$ cat src/rtl/seq_trig_pkg.sv
package seq_trig_pkg;

    typedef enum logic [2:0] {
        ST_IDLE    = 3'd0,
        ST_WAIT_A  = 3'd1,
        ST_DELAY   = 3'd2,
        ST_COUNT_B = 3'd3,
        ST_FIRED   = 3'd4
    } seq_state_e;

    localparam int MODE_W       = 2;
    localparam int MODE_DLY_BIT = 0;
    localparam int MODE_CNT_BIT = 1;

endpackage

$ cat src/rtl/seq_trig_delay.sv
module seq_trig_delay #(
    parameter int DLY_W = 24
) (
    input  logic             clk_i,
    input  logic             rst_ni,
    input  logic             load_i,
    input  logic [DLY_W-1:0] load_val_i,
    input  logic             dec_i,
    output logic             expire_o
);

    localparam logic [DLY_W-1:0] DLY_ONE = {{(DLY_W-1){1'b0}}, 1'b1};

    typedef struct packed {
        logic [DLY_W-1:0] rem;
    } dly_reg_t;

    dly_reg_t dly_d, dly_q;

    always_comb begin
        dly_d = dly_q;
        if (load_i) begin
            dly_d.rem = load_val_i;
        end else if (dec_i && (dly_q.rem != '0)) begin
            dly_d.rem = dly_q.rem - DLY_ONE;
        end
    end

    always_ff @(posedge clk_i or negedge rst_ni) begin
        if (!rst_ni) dly_q <= '0;
        else         dly_q <= dly_d;
    end

    assign expire_o = (dly_q.rem == DLY_ONE);


    dly_underflow_chk: assert property (@(posedge clk_i) disable iff (!rst_ni)
        dec_i |-> (dly_q.rem != '0));

endmodule

$ cat src/rtl/seq_trig_bcount.sv
module seq_trig_bcount #(
    parameter int CNT_W = 8
) (
    input  logic             clk_i,
    input  logic             rst_ni,
    input  logic             clr_i,
    input  logic [CNT_W-1:0] tgt_i,
    input  logic             evt_i,
    output logic             hit_o
);

    localparam logic [CNT_W:0]   CNT_ONE = {{CNT_W{1'b0}}, 1'b1};
    localparam logic [CNT_W-1:0] TGT_ONE = {{(CNT_W-1){1'b0}}, 1'b1};

    typedef struct packed {
        logic [CNT_W:0]   cnt;
        logic [CNT_W-1:0] tgt;
    } bc_reg_t;

    bc_reg_t bc_d, bc_q;
    logic [CNT_W:0] cnt_next;

    assign cnt_next = bc_q.cnt + CNT_ONE;

    always_comb begin
        bc_d = bc_q;
        if (clr_i) begin
            bc_d.cnt = '0;
            bc_d.tgt = (tgt_i == '0) ? TGT_ONE : tgt_i;
        end else if (evt_i) begin
            bc_d.cnt = cnt_next;
        end
    end

    always_ff @(posedge clk_i or negedge rst_ni) begin
        if (!rst_ni) bc_q <= '{cnt: '0, tgt: TGT_ONE};
        else         bc_q <= bc_d;
    end

    assign hit_o = evt_i && (cnt_next >= {1'b0, bc_q.tgt});


    cnt_bound_chk: assert property (@(posedge clk_i) disable iff (!rst_ni)
        bc_q.cnt <= {1'b0, bc_q.tgt});


    tgt_nonzero_chk: assert property (@(posedge clk_i) disable iff (!rst_ni)
        bc_q.tgt != '0);

endmodule

$ cat src/rtl/seq_trig.sv
module seq_trig
    import seq_trig_pkg::*;
#(
    parameter int DLY_W = 24,
    parameter int CNT_W = 8
) (
    input  logic              clk_i,
    input  logic              rst_ni,
    input  logic              rearm_i,
    input  logic              evt_a_i,
    input  logic              evt_b_i,
    input  logic [MODE_W-1:0] cfg_mode_i,
    input  logic [DLY_W-1:0]  cfg_delay_i,
    input  logic [CNT_W-1:0]  cfg_count_i,
    output logic              trig_o
);

    localparam logic [CNT_W-1:0] CNT_ONE = {{(CNT_W-1){1'b0}}, 1'b1};

    typedef struct packed {
        seq_state_e st;
        logic       trig;
    } seq_reg_t;

    seq_reg_t seq_d, seq_q;

    logic [DLY_W-1:0] eff_delay;
    logic [CNT_W-1:0] eff_count;
    logic             dly_load, dly_dec, dly_expire;
    logic             b_clr, b_evt, b_hit;

    assign eff_delay = cfg_mode_i[MODE_DLY_BIT] ? cfg_delay_i : '0;
    assign eff_count = cfg_mode_i[MODE_CNT_BIT] ? cfg_count_i : CNT_ONE;

    always_comb begin
        seq_d      = seq_q;
        seq_d.trig = 1'b0;
        dly_load   = 1'b0;
        dly_dec    = 1'b0;
        b_clr      = 1'b0;
        b_evt      = 1'b0;
        if (rearm_i) begin
            seq_d.st = ST_WAIT_A;
        end else begin
            unique case (seq_q.st)
                ST_WAIT_A: begin
                    if (evt_a_i) begin
                        dly_load = 1'b1;
                        b_clr    = 1'b1;
                        seq_d.st = (eff_delay == '0) ? ST_COUNT_B : ST_DELAY;
                    end
                end
                ST_DELAY: begin
                    dly_dec = 1'b1;
                    if (dly_expire) seq_d.st = ST_COUNT_B;
                end
                ST_COUNT_B: begin
                    if (evt_b_i) begin
                        b_evt = 1'b1;
                        if (b_hit) begin
                            seq_d.st   = ST_FIRED;
                            seq_d.trig = 1'b1;
                        end
                    end
                end
                default: seq_d.st = seq_q.st;
            endcase
        end
    end

    always_ff @(posedge clk_i or negedge rst_ni) begin
        if (!rst_ni) seq_q <= '{st: ST_IDLE, trig: 1'b0};
        else         seq_q <= seq_d;
    end

    assign trig_o = seq_q.trig;

    seq_trig_delay #(.DLY_W(DLY_W)) u_delay (
        .clk_i      (clk_i),
        .rst_ni     (rst_ni),
        .load_i     (dly_load),
        .load_val_i (eff_delay),
        .dec_i      (dly_dec),
        .expire_o   (dly_expire)
    );

    seq_trig_bcount #(.CNT_W(CNT_W)) u_bcount (
        .clk_i  (clk_i),
        .rst_ni (rst_ni),
        .clr_i  (b_clr),
        .tgt_i  (eff_count),
        .evt_i  (b_evt),
        .hit_o  (b_hit)
    );


    trig_single_chk: assert property (@(posedge clk_i) disable iff (!rst_ni)
        trig_o |=> !trig_o);


    trig_cause_chk: assert property (@(posedge clk_i) disable iff (!rst_ni)
        trig_o |-> $past(seq_q.st == ST_COUNT_B && evt_b_i && !rearm_i));


    rearm_restart_chk: assert property (@(posedge clk_i) disable iff (!rst_ni)
        rearm_i |=> (seq_q.st == ST_WAIT_A && !trig_o));


    delay_hold_chk: assert property (@(posedge clk_i) disable iff (!rst_ni)
        (seq_q.st == ST_DELAY && !rearm_i && !dly_expire) |=> (seq_q.st == ST_DELAY));


    idle_hold_chk: assert property (@(posedge clk_i) disable iff (!rst_ni)
        (seq_q.st == ST_IDLE && !rearm_i) |=> (seq_q.st == ST_IDLE && !trig_o));

endmodule

$ cat config.mk
export PLATFORM = sky130hd
export DESIGN_NAME = seq_trig
export DESIGN_NICKNAME = d
export VERILOG_FILES = /design/src/rtl/seq_trig_pkg.sv /design/src/rtl/seq_trig_delay.sv /design/src/rtl/seq_trig_bcount.sv /design/src/rtl/seq_trig.sv
export SDC_FILE = /design/constraint.sdc
export NUM_CORES = 1
export LEC_CHECK = 0
export BUFFER_PORTS_ARGS = -buffer_cell sky130_fd_sc_hd__buf_2
export CAP_MARGIN = 0
export CORE_MARGIN = 3
export CORE_UTILIZATION = 57
export DETAILED_ROUTE_END_ITERATION = 10
export GPL_ROUTABILITY_DRIVEN = 0
export HOLD_SLACK_MARGIN = 0.1
export PLACE_DENSITY = 0.8
export SYNTH_ARGS = -nofsm -noshare
export SYNTH_HDL_FRONTEND = slang
export SYNTH_SLANG_ARGS = --single-unit
$ cat constraint.sdc
create_clock -name clk_i -period 3 [get_ports clk_i]
set_input_delay 0.3 -clock clk_i [delete_from_list [all_inputs] [get_ports clk_i]]
set_output_delay 0.3 -clock clk_i [all_outputs]
set_load 0.01 [all_outputs]
* Word-level counts from Yosys, hierarchy flattened
Index checks and enable logic that the tools add are counted.
** Storage, ports and cells
- Input port bits :: 39
- Bits in registers :: 45
- Output and inout port bits :: 1
** Cells by class
- Reductions and logical operators :: 9
- Equal/unequal tests :: 8
- Add/sub/neg operators :: 2
- Muxes and demuxes :: 24
- $lt $le $gt $ge :: 1
** Operators with widths (count)
- 24-bit 2-to-1 mux :: 3
- 24-bit by 1-bit == test with 1-bit output, second input constant :: 1
- 24-bit zero test :: 1
- 24-bit nonzero test :: 1
- 24-bit by 1-bit subtractor with 24-bit output, second input constant :: 1
- 9-bit 2-to-1 mux :: 2
- 8-bit 2-to-1 mux :: 2
- 3-bit != test, second input constant :: 4
- 1-bit 2-to-1 mux :: 11
- 9-bit by 1-bit adder with 9-bit output, second input constant :: 1
- 9-bit by 8-bit greater-or-equal comparator with 1-bit output :: 1
- 3-bit 2-to-1 mux :: 3
- 3-bit case mux with 3 select lines :: 1
- 8-bit zero test :: 1
- 4-bit 2-to-1 mux :: 2
- 3-bit by 2-bit == test with 1-bit output, second input constant :: 2
- 5-bit AND reduction :: 1
- 2-bit nonzero test :: 2
- 4-bit nonzero test :: 1
- 3-bit by 1-bit == test with 1-bit output, second input constant :: 1
- 1-bit logical AND :: 2

* Logic depth before layout (Yosys ltp)
- Word-level depth :: 8
- Gate-level depth with buffers :: 11
- Gate-level depth less buffers :: 11

* Hierarchy
Synthesis repeated with hierarchy kept, for this count alone.
** Unflattened totals
- Cells, all modules :: 352
- Area total of the unflattened synthesis :: 3075.4 um2
** Modules (own cells, without submodules)
- seq_trig_delay :: times used 1, cells each 172, area each 1539.0 um2
- seq_trig_bcount :: times used 1, cells each 113, area each 1042.2 um2
- seq_trig :: times used 1, cells each 67, area each 494.2 um2

* Worst setup path before layout
Ideal clock, no wire load.
- Path kind :: flip-flop to flip-flop
- From :: register u_bcount.bc_q[8] (netlist bit)
- To :: register seq_q[3] (netlist bit)
- Data arrival time :: 1.936 ns
- Stages on the path, launching flop included :: 10
- Path buffers :: 0
- Data required time :: 2.882 ns
- Path slack :: 0.946 ns
- Period minus slack after synthesis :: 2.054 ns
- Setup time :: 0.118 ns
- Cells stage by stage :: dfrtp_1 > ha_1 > nand3_1 > xnor2_1 > ha_1 > a211oi_1 > o211ai_1 > o221ai_1 > a31oi_1 > a21o_1
** On the way
- Cells in the longest elaborated chain, start to end :: 5
** Ends and longest elaborated chain
- from (decl) :: line seq_trig_bcount.sv:20 : bc_reg_t bc_d, bc_q;
- from (signal assigned) :: line seq_trig_bcount.sv:36 : if (!rst_ni) bc_q <= '{cnt: '0, tgt: TGT_ONE};
- 9-bit by 1-bit adder with 9-bit output :: line seq_trig_bcount.sv:23 : assign cnt_next = bc_q.cnt + CNT_ONE;
- 9-bit by 8-bit greater-or-equal comparator with 1-bit output :: line seq_trig_bcount.sv:40 : assign hit_o = evt_i && (cnt_next >= {1'b0, bc_q.tgt});
- 1-bit logical AND :: line seq_trig_bcount.sv:40
- 3-bit != test (no line)
- 5-bit AND reduction (no line)
- to (signal assigned) :: line seq_trig.sv:72 : if (!rst_ni) seq_q <= '{st: ST_IDLE, trig: 1'b0};
- to (signal assigned) :: line seq_trig.sv:73 : else seq_q <= seq_d;
- to (decl) :: line seq_trig.sv:25 : seq_reg_t seq_d, seq_q;
Every way passes these cells.
A chain may end at the register's enable or synchronous reset.

* Worst setup path in the final report
Same ends and word-level chain as after synthesis.

==> flow_metrics.py <==
metrics = {
    "logic_synthesis": {
        "syn_avg_cell_area_um2": 9.03,
        "synth_top_family_by_area": "simple AND/OR/NAND/NOR gates",
        "ys_seq_area_share_pct": 40.9,
        "syn-cell-area_um2": 2760,
        "synth-simple-area-share_pct": 26.6,
        "synth_adder_area_share_pct": 5.00,
        "synth_cell_types": 44,
        "synthCells": 305,
        "synth-xor-area-share_pct": 6.99,
        "synthMuxAreaShare_pct": 0,
        "synth-compound-area-share_pct": 16.9,
        "yosysWarnings": 0,
        "synth-seq-cells": 45,
        "syn-num-nets": 355,
    },
    "pwr": {
        "p_seq_share_pct": 46.4,
        "switching_share_pct": 41.3,
        "clkPwrFrac_pct": 16.4,
        "internal_power_mw": 1.41,
        "p_switching_mw": 0.992,
        "power.total_mw": 2.40,
        "p_comb_share_pct": 37.2,
        "p_per_area_nw_per_um2": 781,
        "max-vdd-ir-drop_uv": 375,
        "p_leak_nw": 1.30,
    },
    "clock_network": {
        "cts.htree.levels": 2,
        "cts_buffers": 5,
        "post_cts.repair.setup_buffers": 0,
        "clk_pin_slew_ns": 0.08,
        "ctsResizeCount": 0,
        "cts_root_buf": "clkbuf_8",
        "clk_path_buf_depth": 2,
        "cts_hold_buf": 0,
        "cts_tree": "yes",
        "cts.sinks": 45,
        "insertion_delay_ns": 0.31,
    },
    "floorplanning": {
        "dieHeight_um": 75.5,
        "die_w_um": 75.5,
        "core-area_um2": 4500,
        "dieArea_um2": 5700,
        "start_util_pct": 61.2,
        "rows": 24,
        "num_io_pins": 40,
    },
    "timing": {
        "max_freq_ghz": 0.431,
        "tns_ns": 0,
        "finalSetupViolCount": 0,
        "tightest_slew_ns": 0.987,
        "timing.slew.headroom_pct": 34.2,
        "skew_ns": 0.0143,
        "slew_violations": 0,
        "setup_slack_ns": 0.682,
        "timing.final.hold_violations": 0,
        "rsz0062_at_grt": "false",
        "layout_min_cycle_time_ns": 2.32,
        "fin_crit_sh_pct": 77.3,
    },
    "finish": {
        "postLayoutCellArea_um2": 3080,
        "mostFrequentLayoutCells": "dfrtp_1, buf_2, nand3_1, nor2_1, o21ai_0",
        "syn_to_final_growth_pct": 11.7,
        "final_common_cell": "dfrtp_1",
        "drive_gt1_share_pct": 18.2,
        "fin_nets": 389,
        "fillCellCount": 358,
        "n_antenna_cell": 0,
    },
    "global_routing": {
        "grt_max_degree": 46,
        "grt_pass1_wl_um": 10400,
        "grt_antenna_before_repair": 0,
        "overflow": 0,
        "grtUsageTotal_pct": 23.9,
        "grt_pass1_vias": 2218,
    },
    "setup_path": {
        "worst_setup_path_start_kind": "register",
        "path_delay_family": "compound AO/OA/AOI/OAI gates",
        "cp_slowest_cell": "dfrtp_1",
        "crit_arrival_ns": 2.52,
        "critPathBufInv": 0,
        "cpMostUsedCell": "ha_1",
        "cp.required_ns": 3.20,
        "crit_path_end_kind": "register",
        "worstSetupPathType": "register to register",
        "r2r_slack_ns": 0.68,
        "crit_fanout": 6,
        "critPathMaxStageDelay_ns": 0.44,
        "crit_chain": "ha_1 -> nand3_1 -> xnor2_1 -> ha_1 -> a211oi_1 -> o211ai_1 -> o221ai_1 -> a31oi_1 -> a21o_1",
    },
    "route": {
        "drt-wirelength-per-cell_um": 16.0,
        "dr.first_iter.drc_count": 195,
        "finalWirelength_um": 6260,
        "viasPerCell": 6.28,
        "vias": 2460,
        "dr.pass1.iters": 5,
        "route.detailed.drc": 0,
        "drtAntennaViolNets": 0,
    },
    "place": {
        "placed_cell_area_um2": 2980,
        "io_buffers": 39,
        "pre_cts_slack_ns": 0.710,
        "dp_hpwl_um": 4610,
    },
    "run": {
        "cap_viol_max_count": 0,
    },
    "outcome": {
        "status": "finished clean",
    },
    "min_path": {
        "min_path_type": "input port to async pin",
    },
}
-- routing by layer --
metal / routed length, um / GRT usage, %
met1: 3090 / 36.7
met2: 2760 / 34.5
met3: 334 / 3.96
met4: 76 / 6.99
met5: 0 / 0
-- synth_stat cells (all sizes together) --
library cell,count,area [um2]
a211oi,7,52.6
a21o,2,15.0
a21oi,17,85.1
a22o,7,61.3
a311oi,3,26.3
a31oi,2,12.5
a41o,1,10.0
and3,5,31.3
and4,2,17.5
buf,3,13.8
clkbuf,11,41.3
dfrtp,44,1100
dfstp,1,26.3
ha,11,138
inv,12,45.0
nand2,13,48.8
nand3,33,165
nand4,7,43.8
nor2,27,101
nor2b,2,12.5
nor3,5,25.0
nor3b,1,7.51
nor4,17,155
nor4b,2,23.8
o211ai,4,30.0
o21a,1,7.51
o21ai,27,139
o221ai,1,8.76
o311ai,1,8.76
o41ai,1,8.76
or2,3,18.8
or2b,1,7.51
or3,2,12.5
or4,5,37.5
or4b,2,23.8
xnor2,17,149
xor2,5,43.8
-- layout make-up --
type | instances | area (um2) | share of cell area [%]
clock buffers | 5 | 68.8 | 2.24
multi-input cells | 234 | 1540 | 49.9
well taps | 52 | 65.1 | 2.11
clock inverters | 3 | 25.0 | 0.813
flip-flops and latches | 45 | 1130 | 36.6
inverters | 12 | 45.0 | 1.46
repair buffers | 41 | 210 | 6.83
-- flip-flops by register name, indices dropped and copies added, names as in the netlist --
name / flops
seq_q: 3
u_delay.dly_q: 24
u_bcount.bc_q: 17
trig_o: 1
-- per-stage QoR --
step | hold WS [ns] | instances | utilization (%)
5_1_grt | 0.230 | 392 | 68.3
3_3_place_gp | 0.495 | 384 | 66.3
4_1_cts | 0.183 | 392 | 68.3
3_5_place_dp | 0.497 | 384 | 66.3
6_report | 0.155 | 392 | 68.3
2_1_floorplan | 0.00441 | 305 | -
-- power by group through the flow --
stage	Combinational, mW	Sequential [mW]	Clock (mW)
after global routing	1.01	1.16	0.433
after global placement	0.863	1.11	0
after detailed placement	0.888	1.12	0
after floorplan	0.701	1.05	0
after CTS	0.892	1.11	0.400
final	0.894	1.12	0.393
-- kinds of logic (layout without fill, tap and decap cells) --
logic type,Yosys count,after routing
compound gates,74,74
fa+ha+maj,11,11
flops,45,45
simple gates,127,127
xor+xnor,22,22
buf+inv,26,61
-- worst paths after layout --
check,from,to,cells after the start
worst max-delay path,u_bcount.bc_q[8],seq_q[3],9
worst min-delay path,rst_ni,u_bcount.bc_q[16],1
worst max register to register,u_bcount.bc_q[8],seq_q[3],9
worst min register to register,u_bcount.bc_q[16],u_bcount.bc_q[16],1
max in group asynchronous,rst_ni,u_bcount.bc_q[3],1
min in group clk_i,cfg_count_i[2],u_bcount.bc_q[2],3
Power figures use the tool's default switching activity.
